**config.mk**
```make
export PLATFORM = sky130hd
export DESIGN_NAME = reloc_unit
export DESIGN_NICKNAME = d
export VERILOG_FILES = /design/src/rtl/reloc_pkg.sv /design/src/rtl/reloc_regs.sv /design/src/rtl/reloc_bounds.sv /design/src/rtl/reloc_out_stage.sv /design/src/rtl/reloc_unit.sv
export SDC_FILE = /design/constraint.sdc
export NUM_CORES = 1
export LEC_CHECK = 0
export BUFFER_PORTS_ARGS = -buffer_cell sky130_fd_sc_hd__buf_2
export CORE_ASPECT_RATIO = 2
export CORE_UTILIZATION = 56
export CTS_CLUSTER_SIZE = 28
export DETAILED_ROUTE_END_ITERATION = 8
export PLACE_DENSITY = 0.8
export SLEW_MARGIN = 10
export SYNTH_ARGS = -nofsm -noshare
export SYNTH_HDL_FRONTEND = slang
export SYNTH_SLANG_ARGS = --single-unit
```
**constraint.sdc**
```tcl
create_clock -name clk_i -period 2.4 [get_ports clk_i]
set_input_delay 0.48 -clock clk_i [delete_from_list [all_inputs] [get_ports clk_i]]
set_output_delay 0.48 -clock clk_i [all_outputs]
set_load 0.02 [all_outputs]
```
**src/rtl/reloc_pkg.sv**
```systemverilog
package reloc_pkg;
  typedef enum logic {
    SEL_BASE  = 1'b0,
    SEL_LIMIT = 1'b1
  } reg_sel_e;
endpackage

```
**src/rtl/reloc_regs.sv**
```systemverilog
module reloc_regs #(
  parameter int PHYS_W = 20
) (
  input  logic              clk_i,
  input  logic              rst_ni,
  input  logic              wr_en_i,
  input  logic              wr_sel_i,
  input  logic [PHYS_W-1:0] wr_data_i,
  input  logic              priv_i,
  output logic [PHYS_W-1:0] base_o,
  output logic [PHYS_W-1:0] limit_o,
  output logic              wr_err_o
);
  import reloc_pkg::*;

  reg_sel_e sel;
  logic     wr_ok;

  assign sel   = reg_sel_e'(wr_sel_i);
  assign wr_ok = wr_en_i && priv_i;

  always_ff @(posedge clk_i or negedge rst_ni) begin
    if (!rst_ni) begin
      base_o   <= '0;
      limit_o  <= '0;
      wr_err_o <= 1'b0;
    end else begin
      wr_err_o <= wr_en_i && !priv_i;
      if (wr_ok && sel == SEL_BASE)  base_o  <= wr_data_i;
      if (wr_ok && sel == SEL_LIMIT) limit_o <= wr_data_i;
    end
  end
endmodule

```
**src/rtl/reloc_bounds.sv**
```systemverilog
module reloc_bounds #(
  parameter int ADDR_W       = 16,
  parameter int PHYS_W       = 20,
  parameter bit LIMIT_IS_END = 1'b0
) (
  input  logic [ADDR_W-1:0] offset_i,
  input  logic [PHYS_W-1:0] base_i,
  input  logic [PHYS_W-1:0] limit_i,
  output logic [PHYS_W-1:0] sum_o,
  output logic              legal_o
);
  logic [PHYS_W-1:0] off_ext;

  assign off_ext = PHYS_W'(offset_i);
  assign sum_o   = base_i + off_ext;

  generate
    if (LIMIT_IS_END) begin : g_end
      logic [PHYS_W:0] wide;
      assign wide    = {1'b0, base_i} + {1'b0, off_ext};
      // carry out means the relocated address left the physical space
      assign legal_o = !wide[PHYS_W] && (wide[PHYS_W-1:0] <= limit_i);
    end else begin : g_size
      assign legal_o = off_ext < limit_i;
    end
  endgenerate
endmodule

```
**src/rtl/reloc_out_stage.sv**
```systemverilog
module reloc_out_stage #(
  parameter int PHYS_W = 20
) (
  input  logic              clk_i,
  input  logic              rst_ni,
  input  logic              req_valid_i,
  input  logic              legal_i,
  input  logic [PHYS_W-1:0] sum_i,
  output logic              pa_valid_o,
  output logic [PHYS_W-1:0] pa_o,
  output logic              fault_o
);
  always_ff @(posedge clk_i or negedge rst_ni) begin
    if (!rst_ni) begin
      pa_valid_o <= 1'b0;
      pa_o       <= '0;
      fault_o    <= 1'b0;
    end else begin
      pa_valid_o <= req_valid_i && legal_i;
      fault_o    <= req_valid_i && !legal_i;
      pa_o       <= (req_valid_i && legal_i) ? sum_i : '0;
    end
  end
endmodule

```
**src/rtl/reloc_unit.sv**
```systemverilog
module reloc_unit #(
  parameter int ADDR_W       = 16,
  parameter int PHYS_W       = 20,
  parameter bit LIMIT_IS_END = 1'b0
) (
  input  logic              clk_i,
  input  logic              rst_ni,
  input  logic              wr_en_i,
  input  logic              wr_sel_i,
  input  logic [PHYS_W-1:0] wr_data_i,
  input  logic              priv_i,
  input  logic              req_valid_i,
  input  logic [ADDR_W-1:0] req_addr_i,
  output logic              pa_valid_o,
  output logic [PHYS_W-1:0] pa_o,
  output logic              fault_o,
  output logic              wr_err_o
);
  logic [PHYS_W-1:0] base_q;
  logic [PHYS_W-1:0] limit_q;
  logic [PHYS_W-1:0] sum;
  logic              legal;

  reloc_regs #(.PHYS_W(PHYS_W)) u_regs (
    .clk_i     (clk_i),
    .rst_ni    (rst_ni),
    .wr_en_i   (wr_en_i),
    .wr_sel_i  (wr_sel_i),
    .wr_data_i (wr_data_i),
    .priv_i    (priv_i),
    .base_o    (base_q),
    .limit_o   (limit_q),
    .wr_err_o  (wr_err_o)
  );

  // combinational check on current (pre-write) register values
  reloc_bounds #(
    .ADDR_W       (ADDR_W),
    .PHYS_W       (PHYS_W),
    .LIMIT_IS_END (LIMIT_IS_END)
  ) u_bounds (
    .offset_i (req_addr_i),
    .base_i   (base_q),
    .limit_i  (limit_q),
    .sum_o    (sum),
    .legal_o  (legal)
  );

  reloc_out_stage #(.PHYS_W(PHYS_W)) u_out (
    .clk_i       (clk_i),
    .rst_ni      (rst_ni),
    .req_valid_i (req_valid_i),
    .legal_i     (legal),
    .sum_i       (sum),
    .pa_valid_o  (pa_valid_o),
    .pa_o        (pa_o),
    .fault_o     (fault_o)
  );
endmodule

```
==> run_results.csv, run 1 <==
group,metric,value,unit
sta,hold_viol_final,0,
cts,ctsHoldBuffers,0,
sta,relSlewSlack,0.681,
logic_synthesis,yosysSeqAreaShare,0.445,
global_route,antenna_found_initial,0,
sta,fin_skew,0.00498,ns
setup_path,cp_max_fo,3,
logic_synthesis,synthCells,330,
logic_synthesis,synthTopCellsByArea,"dfrtp_1 45%, mux2_2 13%, ha_1 11%, xnor2_1 3.2%, nor2_1 3.2%",
sta,setup_slack,0.140,ns
placement,gp_congestion,0.884,
final_layout,post-route-util,0.711,
drt,detail-route-antenna-nets,0,
setup_path,critical_path.cell_chain,"ha_1 -> fa_1 -> a211oi_1 -> o21ai_1 -> a41oi_2 -> o21ai_0 -> xnor2_1 -> nor2_1",
final_layout,nets,485,
sta,fin_crit,2.26,ns
die,placementRows,40,
setup_path,regToRegEndpoint,"u_out.pa_o[14]$_DFF_PN0_",
logic_synthesis,ys_ff_latch,63,
setup_path,reg2reg_depth,8,
sta,hold_ws,0.169,ns
logic_synthesis,yosys_warnings,0,
sta,finalSetupViolCount,0,
setup_path,r2r-start,"u_regs.base_o[0]$_DFFE_PN0P_",
drt,vias,2716,
job,maxCapViolCount,0,
global_route,grt_max_degree,33,
die,core,6060,µm²
setup_path,crit_type,"flip-flop to flip-flop",
setup_path,worstPathArrival,2.46,ns
die,fp.dieH,114,µm
sta,finalCritPeriodShare,0.942,
setup_path,r2r_slack,0.14,ns
setup_path,required,2.60,ns
placement,place_ws,-0.0866,ns
die,dieWidth,58.2,µm
final_layout,nFillCells,466,
setup_path,slowest_stage,"fa_1",
drt,firstDrtPassIters,5,
setup_path,max_stage_delay,0.39,ns
die,pin_count,65,
logic_synthesis,yosysTopAreaCellShare,0.445,
drt,drtIter0Drc,104,
sta,slew_violations,0,
logic_synthesis,synth_cell_type_count,42,
min_path,hp-class,"primary input to async pin",
placement,hpwlAfterDp,5620,µm
sta,rsz0062_at_grt,"no",
logic_synthesis,ys.flop_type,"dfrtp_1",
drt,wl,7030,µm
logic_synthesis,synth_area_per_cell,10.7,µm²
cts,cts_sinks,63,
final_layout,n_antenna_cell,0,
setup_path,critPathCaptureType,"flip-flop",
final_layout,drive_gt1_frac,0.345,
drt,drc_errors,0,
die,start_util,0.585,
cts,cts_tree,"yes",
global_route,grt_pass1_vias,2715,
power,leakagePower,0.00208,µW
placement,dpl_cell_area,4040,µm²
cts,root_buffer,"clkbuf_16",
final_layout,final_common_cell,"buf_2",
cts,numCtsBuffers,9,
cts,htree_levels,3,
logic_synthesis,synth_area,3540,µm²
drt,vias_per_cell,5.45,
logic_synthesis,yosysTopAreaCell,"dfrtp_1",
setup_path,startpoint_type,"flip-flop",
cts,clock_latency,0.33,ns
setup_path,startpoint,"u_regs.base_o[0]$_DFFE_PN0P_",
power,max-vdd-ir-drop,724,µV
run_status,status,"finished clean",
final_layout,final_cell_mix,"64 x buf_2, 63 x dfrtp_1, 40 x mux2_2, 31 x ha_1, 30 x nor2_1",
final_layout,design_area,4310,µm²
sta,max_freq,0.443,GHz
global_route,grt_use_total,0.241,
die,die_area,6660,µm²
drt,wl_per_cell,14.1,µm
power,p_per_area,889,nW/µm²
placement,numPortBuffers,64,
cts,clock_path_buffers,2,
logic_synthesis,syn_nets,404,
global_route,overflow,0,
sta,worst_slew_pin_slew,0.466,ns
logic_synthesis,synth_edf_count,0,
logic_synthesis,synthArstFlopShare,1.00,
global_route,grt_pass1_wl,11800,µm
final_layout,synthToLayoutAreaGrowth,21.7,%
cts,clk_pin_slew,0.05,ns
worst max-delay path, delay by kind of cell, from the launching register on:
kind,cells,cell delay (ns)
AO/OA/AOI/OAI,4,0.95
adder cells (fa/ha/maj),2,0.61
flip-flops,1,0.38
XOR/XNOR,1,0.15
AND/OR/NAND/NOR,1,0.05
cell usage after synthesis, drive strengths merged (6+ instances only):
cell type / number
a21oi: 18
nor2: 30
xnor2: 13
buf: 6
o21ai: 19
dfrtp: 63
inv: 24
nand2: 19
ha: 31
mux2: 40
clkbuf: 6
nand3: 7
per-stage QoR:
| step | power, µW | setup TNS, ns | cells |
|---|---|---|---|
| 2_1_floorplan | 2300 | 0 | 330 |
| 3_5_place_dp | 2710 | -0.287 | 484 |
| 4_1_cts | 3870 | 0 | 498 |
| 3_3_place_gp | 2660 | -0.0223 | 484 |
| 6_report | 3830 | 0 | 498 |
| 5_1_grt | 4070 | 0 | 498 |
layout make-up:
cell class | count | area [µm²] | area share
repair buffers | 82 | 455 | 0.106
clock inverters | 1 | 5.00 | 0.00116
well taps | 84 | 105 | 0.0244
flip-flops and latches | 63 | 1580 | 0.366
clock buffers | 13 | 260 | 0.0604
inverters | 24 | 90.1 | 0.0209
multi-input cells | 231 | 1820 | 0.421
flip-flops by register name (all words and copies together) (netlist names):
signal and flops:
u_out.pa_valid_o 1, u_regs.wr_err_o 1, u_regs.limit_o 20, u_regs.base_o 20, u_out.fault_o 1, u_out.pa_o 20
cell families after synthesis:
logic type                 share of synthesized area
adders and majority gates                      0.115
xor gates and xnor gates                      0.0371
DFF                                            0.445
buffers and inverters                         0.0435
AOI/OAI and AO/OA                              0.130
muxes                                          0.127
and+or+nand+nor                                0.101
where the power goes:
group          internal (µW)  switching (µW)  total, µW  leakage (µW)
clock                    738             398       1140      0.000132
sequential              1280            95.8       1380      0.000770
combinational            588             728       1320       0.00118
repair_timing:
action                     in CTS  in global routing
setup endpoints to repair       0                  1
buffers inserted                0                  0
gates resized for setup         0                  1
worst max path at each step:
stage	slack [ns]	end	cells past startpoint
2_1_floorplan	0.18	u_out.pa_o[14]$_DFF_PN0_	8
3_5_place_dp	-0.09	u_out.pa_o[14]$_DFF_PN0_	9
3_3_place_gp	-0.02	u_out.pa_o[14]$_DFF_PN0_	9
4_1_cts	0.12	u_out.pa_o[14]$_DFF_PN0_	8
5_1_grt	0.001	u_out.pa_o[14]$_DFF_PN0_	8
6_report	0.14	u_out.pa_o[14]$_DFF_PN0_	8
metal layers:
metal | track usage | wire length (µm)
met5 | 0 | 0
met4 | 0.144 | 247
met3 | 0.0599 | 226
met2 | 0.430 | 3920
met1 | 0.242 | 2640
Power figures use the tool's default switching activity.
==> inputs of run 2 (changes only) <==
- ABC_AREA: not set -> 1
- CORE_UTILIZATION: 56 -> 57
- PLACE_DENSITY: 0.8 -> 0.81
==> run_results.csv, run 2 <==
group,metric,value,unit
final_layout,drive_gt1_frac,0.215,
logic_synthesis,synth_most_common_cell,"nand2_1",
cts,clk_pin_slew,0.05,ns
final_layout,nets,628,
drt,drc_errors,0,
placement,place_ws,0.205,ns
setup_path,critPathCaptureType,"flip-flop",
cts,htree_levels,3,
placement,numPortBuffers,64,
die,start_util,0.594,
cts,cts_tree,"yes",
drt,vias,3329,
cts,numCtsBuffers,9,
setup_path,worstPathArrival,2.20,ns
setup_path,reg2reg_depth,7,
logic_synthesis,yosysSeqAreaShare,0.417,
logic_synthesis,synthArstFlopShare,1.00,
die,pin_count,65,
cts,cts-resized-gates,0,
logic_synthesis,synth_area_per_cell,7.77,µm²
min_path,hp-class,"primary input to async pin",
run_status,status,"finished clean",
sta,fin_skew,0.00633,ns
final_layout,nFillCells,562,
final_layout,design_area,4510,µm²
sta,relSlewSlack,0.617,
placement,hpwlAfterDp,6500,µm
setup_path,cp_max_fo,21,
logic_synthesis,yosysTopAreaCellShare,0.417,
cts,clock_latency,0.34,ns
sta,worst_slew_pin_slew,0.572,ns
logic_synthesis,synth_edf_count,0,
logic_synthesis,synth_common_cells,"136 x nand2_1, 64 x inv_1, 63 x dfrtp_1, 44 x nor2_1, 44 x o21ai_0",
setup_path,slowest_stage,"nand4_2",
drt,firstDrtPassIters,4,
logic_synthesis,yosys_warnings,0,
global_route,grt_pass1_wl,14000,µm
sta,finalSetupViolCount,0,
final_layout,post-route-util,0.710,
final_layout,final_common_cell,"nand2_1",
drt,wl_per_cell,13.1,µm
logic_synthesis,ys.flop_type,"dfrtp_1",
sta,hold_viol_final,0,
die,die_area,6970,µm²
logic_synthesis,syn_nets,560,
die,fp.dieH,117,µm
logic_synthesis,synth_area,3780,µm²
drt,vias_per_cell,5.17,
sta,setup_slack,0.449,ns
sta,timing.setup.tns,0,ns
global_route,grt_max_degree,64,
setup_path,required,2.64,ns
logic_synthesis,synthCells,486,
logic_synthesis,yosysTopAreaCell,"dfrtp_1",
cts,post_cts_buffers,0,
sta,max_freq,0.512,GHz
die,dieWidth,59.6,µm
die,core,6360,µm²
cts,clock_path_buffers,2,
power,p_per_area,868,nW/µm²
setup_path,startpoint_type,"flip-flop",
sta,fin_crit,1.95,ns
sta,finalCritPeriodShare,0.813,
cts,ctsHoldBuffers,0,
placement,gp_congestion,0.894,
logic_synthesis,synth_cell_type_count,28,
power,max-vdd-ir-drop,622,µV
power,leakagePower,0.00251,µW
setup_path,critical_path.cell_chain,"inv_1 -> ha_1 -> a21oi_1 -> o21ai_0 -> nand2_1 -> nand4_2 -> nor2_1",
cts,cts_sinks,63,
global_route,antenna_found_initial,0,
die,placementRows,41,
global_route,grt_pass1_vias,3229,
final_layout,synthToLayoutAreaGrowth,19.5,%
setup_path,crit_type,"flip-flop to flip-flop",
sta,slew_violations,0,
logic_synthesis,ys_ff_latch,63,
drt,wl,8470,µm
global_route,grt_use_total,0.276,
cts,root_buffer,"clkbuf_16",
placement,dpl_cell_area,4190,µm²
drt,drtIter0Drc,102,
final_layout,largest_registers,"u_out.pa_o: 20 flops, u_regs.base_o: 20 flops, u_regs.limit_o: 20 flops",
final_layout,n_antenna_cell,0,
drt,detail-route-antenna-nets,0,
global_route,overflow,0,
job,maxCapViolCount,0,
setup_path,max_stage_delay,0.47,ns
logic_synthesis,synthTopCellsByArea,"dfrtp_1 42%, nand2_1 14%, ha_1 10%, inv_1 6.4%, o21ai_0 5.8%",
final_layout,final_cell_mix,"136 x nand2_1, 64 x inv_1, 64 x buf_2, 63 x dfrtp_1",
sta,rsz0062_at_grt,"no",
## run 2: cells by family (layout without fill, tap and decap cells)
group / after synthesis / after routing / share of synthesized area
compound gates: 67 / 67 / 0.0951
xor+xnor: 9 / 9 / 0.0209
fa+ha+maj: 32 / 32 / 0.108
buf+inv: 82 / 154 / 0.0855
flops: 63 / 63 / 0.417
simple gates: 233 / 233 / 0.273
## run 2: final cells by class
type,instances,area [µm²],share of cell area
Sequential cell,63,1580,0.349
Timing Repair Buffer,67,355,0.0787
Clock buffer,11,233,0.0516
Clock inverter,4,95.1,0.0211
Multi-Input combinational cell,341,1880,0.416
Tap cell,86,108,0.0238
Inverter,72,270,0.0599
## run 2: layer usage
metal / GRT usage / routed length (µm) / up-vias
li1: - / - / 1666
met1: 0.275 / 3090 / 1545
met2: 0.493 / 4650 / 85
met3: 0.0440 / 302 / 33
met4: 0.209 / 427 / 0
met5: 0 / 0 / -
## run 2: power by group
group          total, µW  switching (µW)  leakage (µW)  internal, µW
Clock               1440             438      0.000160          1000
Sequential          1340            94.0      0.000799          1250
Combinational       1140             711       0.00155           425
## run 2: path summary, 6_finish.rpt
check / start / endpoint / slack, ns
max: u_regs.limit_o[3]$_DFFE_PN0P_ / u_out.pa_o[3]$_DFF_PN0_ / 0.45
max in group asynchronous: rst_ni / u_regs.base_o[12]$_DFFE_PN0P_ / 1.99
min in group clk_i: priv_i / u_regs.wr_err_o$_DFF_PN0_ / 0.32
max reg2reg: u_regs.limit_o[3]$_DFFE_PN0P_ / u_out.pa_o[3]$_DFF_PN0_ / 0.45
min: rst_ni / u_out.pa_o[16]$_DFF_PN0_ / 0.15
min reg2reg: u_regs.limit_o[8]$_DFFE_PN0P_ / u_regs.limit_o[8]$_DFFE_PN0P_ / 0.48
## run 2: critical path, delay by kind of cell (launching register included)
kind            cells  cell delay (ns)
compound gates      2             0.30
fa+ha+maj           1             0.29
buf+inv             1             0.06
flops               1             0.35
simple gates        3             0.86
## run 2: through the flow
step | hold WS, ns | instances | total power, µW
6_report | 0.149 | 644 | 3920
5_1_grt | 0.186 | 644 | 4150
4_1_cts | 0.165 | 644 | 3940
3_5_place_dp | 0.473 | 629 | 2480
3_3_place_gp | 0.466 | 629 | 2450
2_1_floorplan | 0.184 | 486 | 2160
==> inputs of run 3 (changes only) <==
- ABC_AREA: 1 -> 0
- CORE_UTILIZATION: 57 -> 50
- PLACE_DENSITY: 0.81 -> 0.76
- clock period: 2.4 -> 1.74 ns (I/O delays scaled with it)
==> run_results.csv, run 3 (synthesis gave the netlist of run 1 again) <==
group,metric,value,unit
final_layout,drive_gt1_frac,0.493,
drt,met1_length,3150,µm
die,start_util,0.514,
drt,firstDrtPassIters,4,
setup_path,worstPathArrival,2.25,ns
setup_path,required,1.95,ns
setup_path,critical_path.cell_chain,"ha_4 -> fa_2 -> a211oi_4 -> o21ai_2 -> a41oi_2 -> buf_4 -> xor2_1 -> nor2_1",
sta,max_freq,0.490,GHz
final_layout,finalNonFillerCells,548,
final_layout,synthToLayoutAreaGrowth,40.6,%
setup_path,crit_buf_inv,1,
setup_path,path_depth,8,
die,die_area,7440,µm²
setup_path,slowest_stage,"dfrtp_1",
final_layout,final_common_cell,"buf_2",
final_layout,final_cell_mix,"64 x buf_2, 63 x dfrtp_1, 57 x buf_4, 40 x mux2_2, 24 x ha_1",
setup_path,cp_max_fo,3,
sta,fin_crit,2.04,ns
setup_path,cp_top_family,"compound AO/OA/AOI/OAI gates",
drt,drtIter0Drc,92,
cts,clock_latency,0.33,ns
die,fp.dieH,121,µm
setup_path,critPathCaptureType,"flip-flop",
final_layout,design_area,4980,µm²
cts,ctsHoldBuffers,0,
placement,gp_congestion,0.940,
drt,drc_errors,0,
global_route,grt_use_total,0.249,
power,p_int,4000,µW
cts,htree_levels,3,
cts,numCtsBuffers,9,
global_route,overflow,0,
die,dieWidth,61.5,µm
min_path,hp-class,"primary input to async pin",
sta,relSlewSlack,0.666,
drt,wl_met2,4690,µm
drt,wl,8440,µm
setup_path,max_stage_delay,0.40,ns
power,p_sw,1970,µW
cts,clk_pin_slew,0.05,ns
final_layout,largest_registers,"u_out.pa_o: 20 flops, u_regs.base_o: 20 flops, u_regs.limit_o: 20 flops",
cts,root_buffer,"clkbuf_16",
run_status,violations,"setup timing",
placement,dpl_cell_area,4370,µm²
global_route,antenna_found_initial,0,
sta,fin_skew,0.00839,ns
global_route,grt_max_degree,64,
die,core,6890,µm²
global_route,grt_pass1_vias,3000,
sta,finalCritPeriodShare,1.17,
cts,cts_sinks,63,
power,max-vdd-ir-drop,1240,µV
die,placementRows,43,
sta,rsz0062_at_grt,"yes",
sta,finalSetupViolCount,22,
sta,setup_slack,-0.300,ns
power,p_sw_frac,0.329,
final_layout,n_antenna_cell,0,
power,pwr-share-clk,0.273,
power,fin_total_pwr,5970,µW
setup_path,startpoint_type,"flip-flop",
drt,top_layer,"met4",
power,leakagePower,0.00235,µW
setup_path,crit_type,"flip-flop to flip-flop",
drt,vias_per_cell,5.37,
sta,hold_viol_final,0,
sta,worst_slew_pin_slew,0.500,ns
cts,clock_path_buffers,2,
drt,vias,2945,
placement,dp.cells,522,
power,seqPwrFrac,0.319,
final_layout,nets,528,
power,p_per_area,1200,nW/µm²
power,comb_power_share,0.407,
die,pin_count,65,
job,maxCapViolCount,0,
final_layout,post-route-util,0.723,
placement,numPortBuffers,64,
placement,hpwlAfterDp,5830,µm
setup_path,reg2reg_depth,8,
drt,detail-route-antenna-nets,0,
drt,wl_per_cell,15.4,µm
sta,slew_violations,0,
global_route,grt_pass1_wl,13500,µm
drt,met3_length,302,µm
cts,cts_tree,"yes",
run_status,status,"finished with violations",
run 3: cell types whose count changed in the layout (fill, tap and decap cells not counted), sizes merged, moves of 22 or more:
cell and delta:
buf +55, o21ai -26, nand2 -128, inv -48, mux2 +40, nor2 -22
run 3: metal layers:
metal	global-route usage	vias to the layer above
met2	0.433	79
li1	-	1428
met4	0.115	0
met5	0	-
met3	0.0714	26
met1	0.260	1412
run 3: power groups by stage:
stage	Clock, µW	Combinational (µW)	Sequential [µW]
floorplan	0	1180	2060
global placement	0	2030	1910
detailed placement	0	2080	1920
CTS	1650	2290	1900
global route	1730	2650	1940
finish	1630	2430	1900
run 3: final timing paths:
check,from,end,slack [ns]
min in group clk_i,priv_i,u_regs.wr_err_o$_DFF_PN0_,0.20
hold / removal,rst_ni,u_regs.limit_o[19]$_DFFE_PN0P_,0.03
setup / recovery,u_regs.base_o[0]$_DFFE_PN0P_,u_out.pa_o[10]$_DFF_PN0_,-0.30
max in group asynchronous,rst_ni,u_regs.base_o[7]$_DFFE_PN0P_,1.45
setup reg to reg,u_regs.base_o[0]$_DFFE_PN0P_,u_out.pa_o[10]$_DFF_PN0_,-0.30
hold reg to reg,u_regs.limit_o[0]$_DFFE_PN0P_,u_regs.limit_o[0]$_DFFE_PN0P_,0.50
run 3: what timing repair did:
| item | CTS | global route |
|---|---|---|
| gates resized for setup | 26 | 18 |
| endpoints found under the setup margin | 22 | 22 |
| setup buffers | 5 | 3 |
| pin swaps | 7 | 11 |
| cloned | 3 | 0 |
run 3: layout make-up:
cell class	instances	area (µm²)
multi-input cells	234	2150
fillers	534	1910
flip-flops and latches	63	1580
repair buffers	122	768
clock buffers	15	278
well taps	90	113
inverters	24	90.1
run 3: through the flow:
stage,hold WS [ns],TNS (ns),worst slack (ns)
final,0.0262,-5.54,-0.300
after CTS,0.0333,-5.03,-0.283
after detailed placement,0.380,-7.87,-0.394
after global routing,0.0432,-7.49,-0.443
after global placement,0.372,-7.09,-0.353
after floorplan,0.0524,-0.931,-0.0954
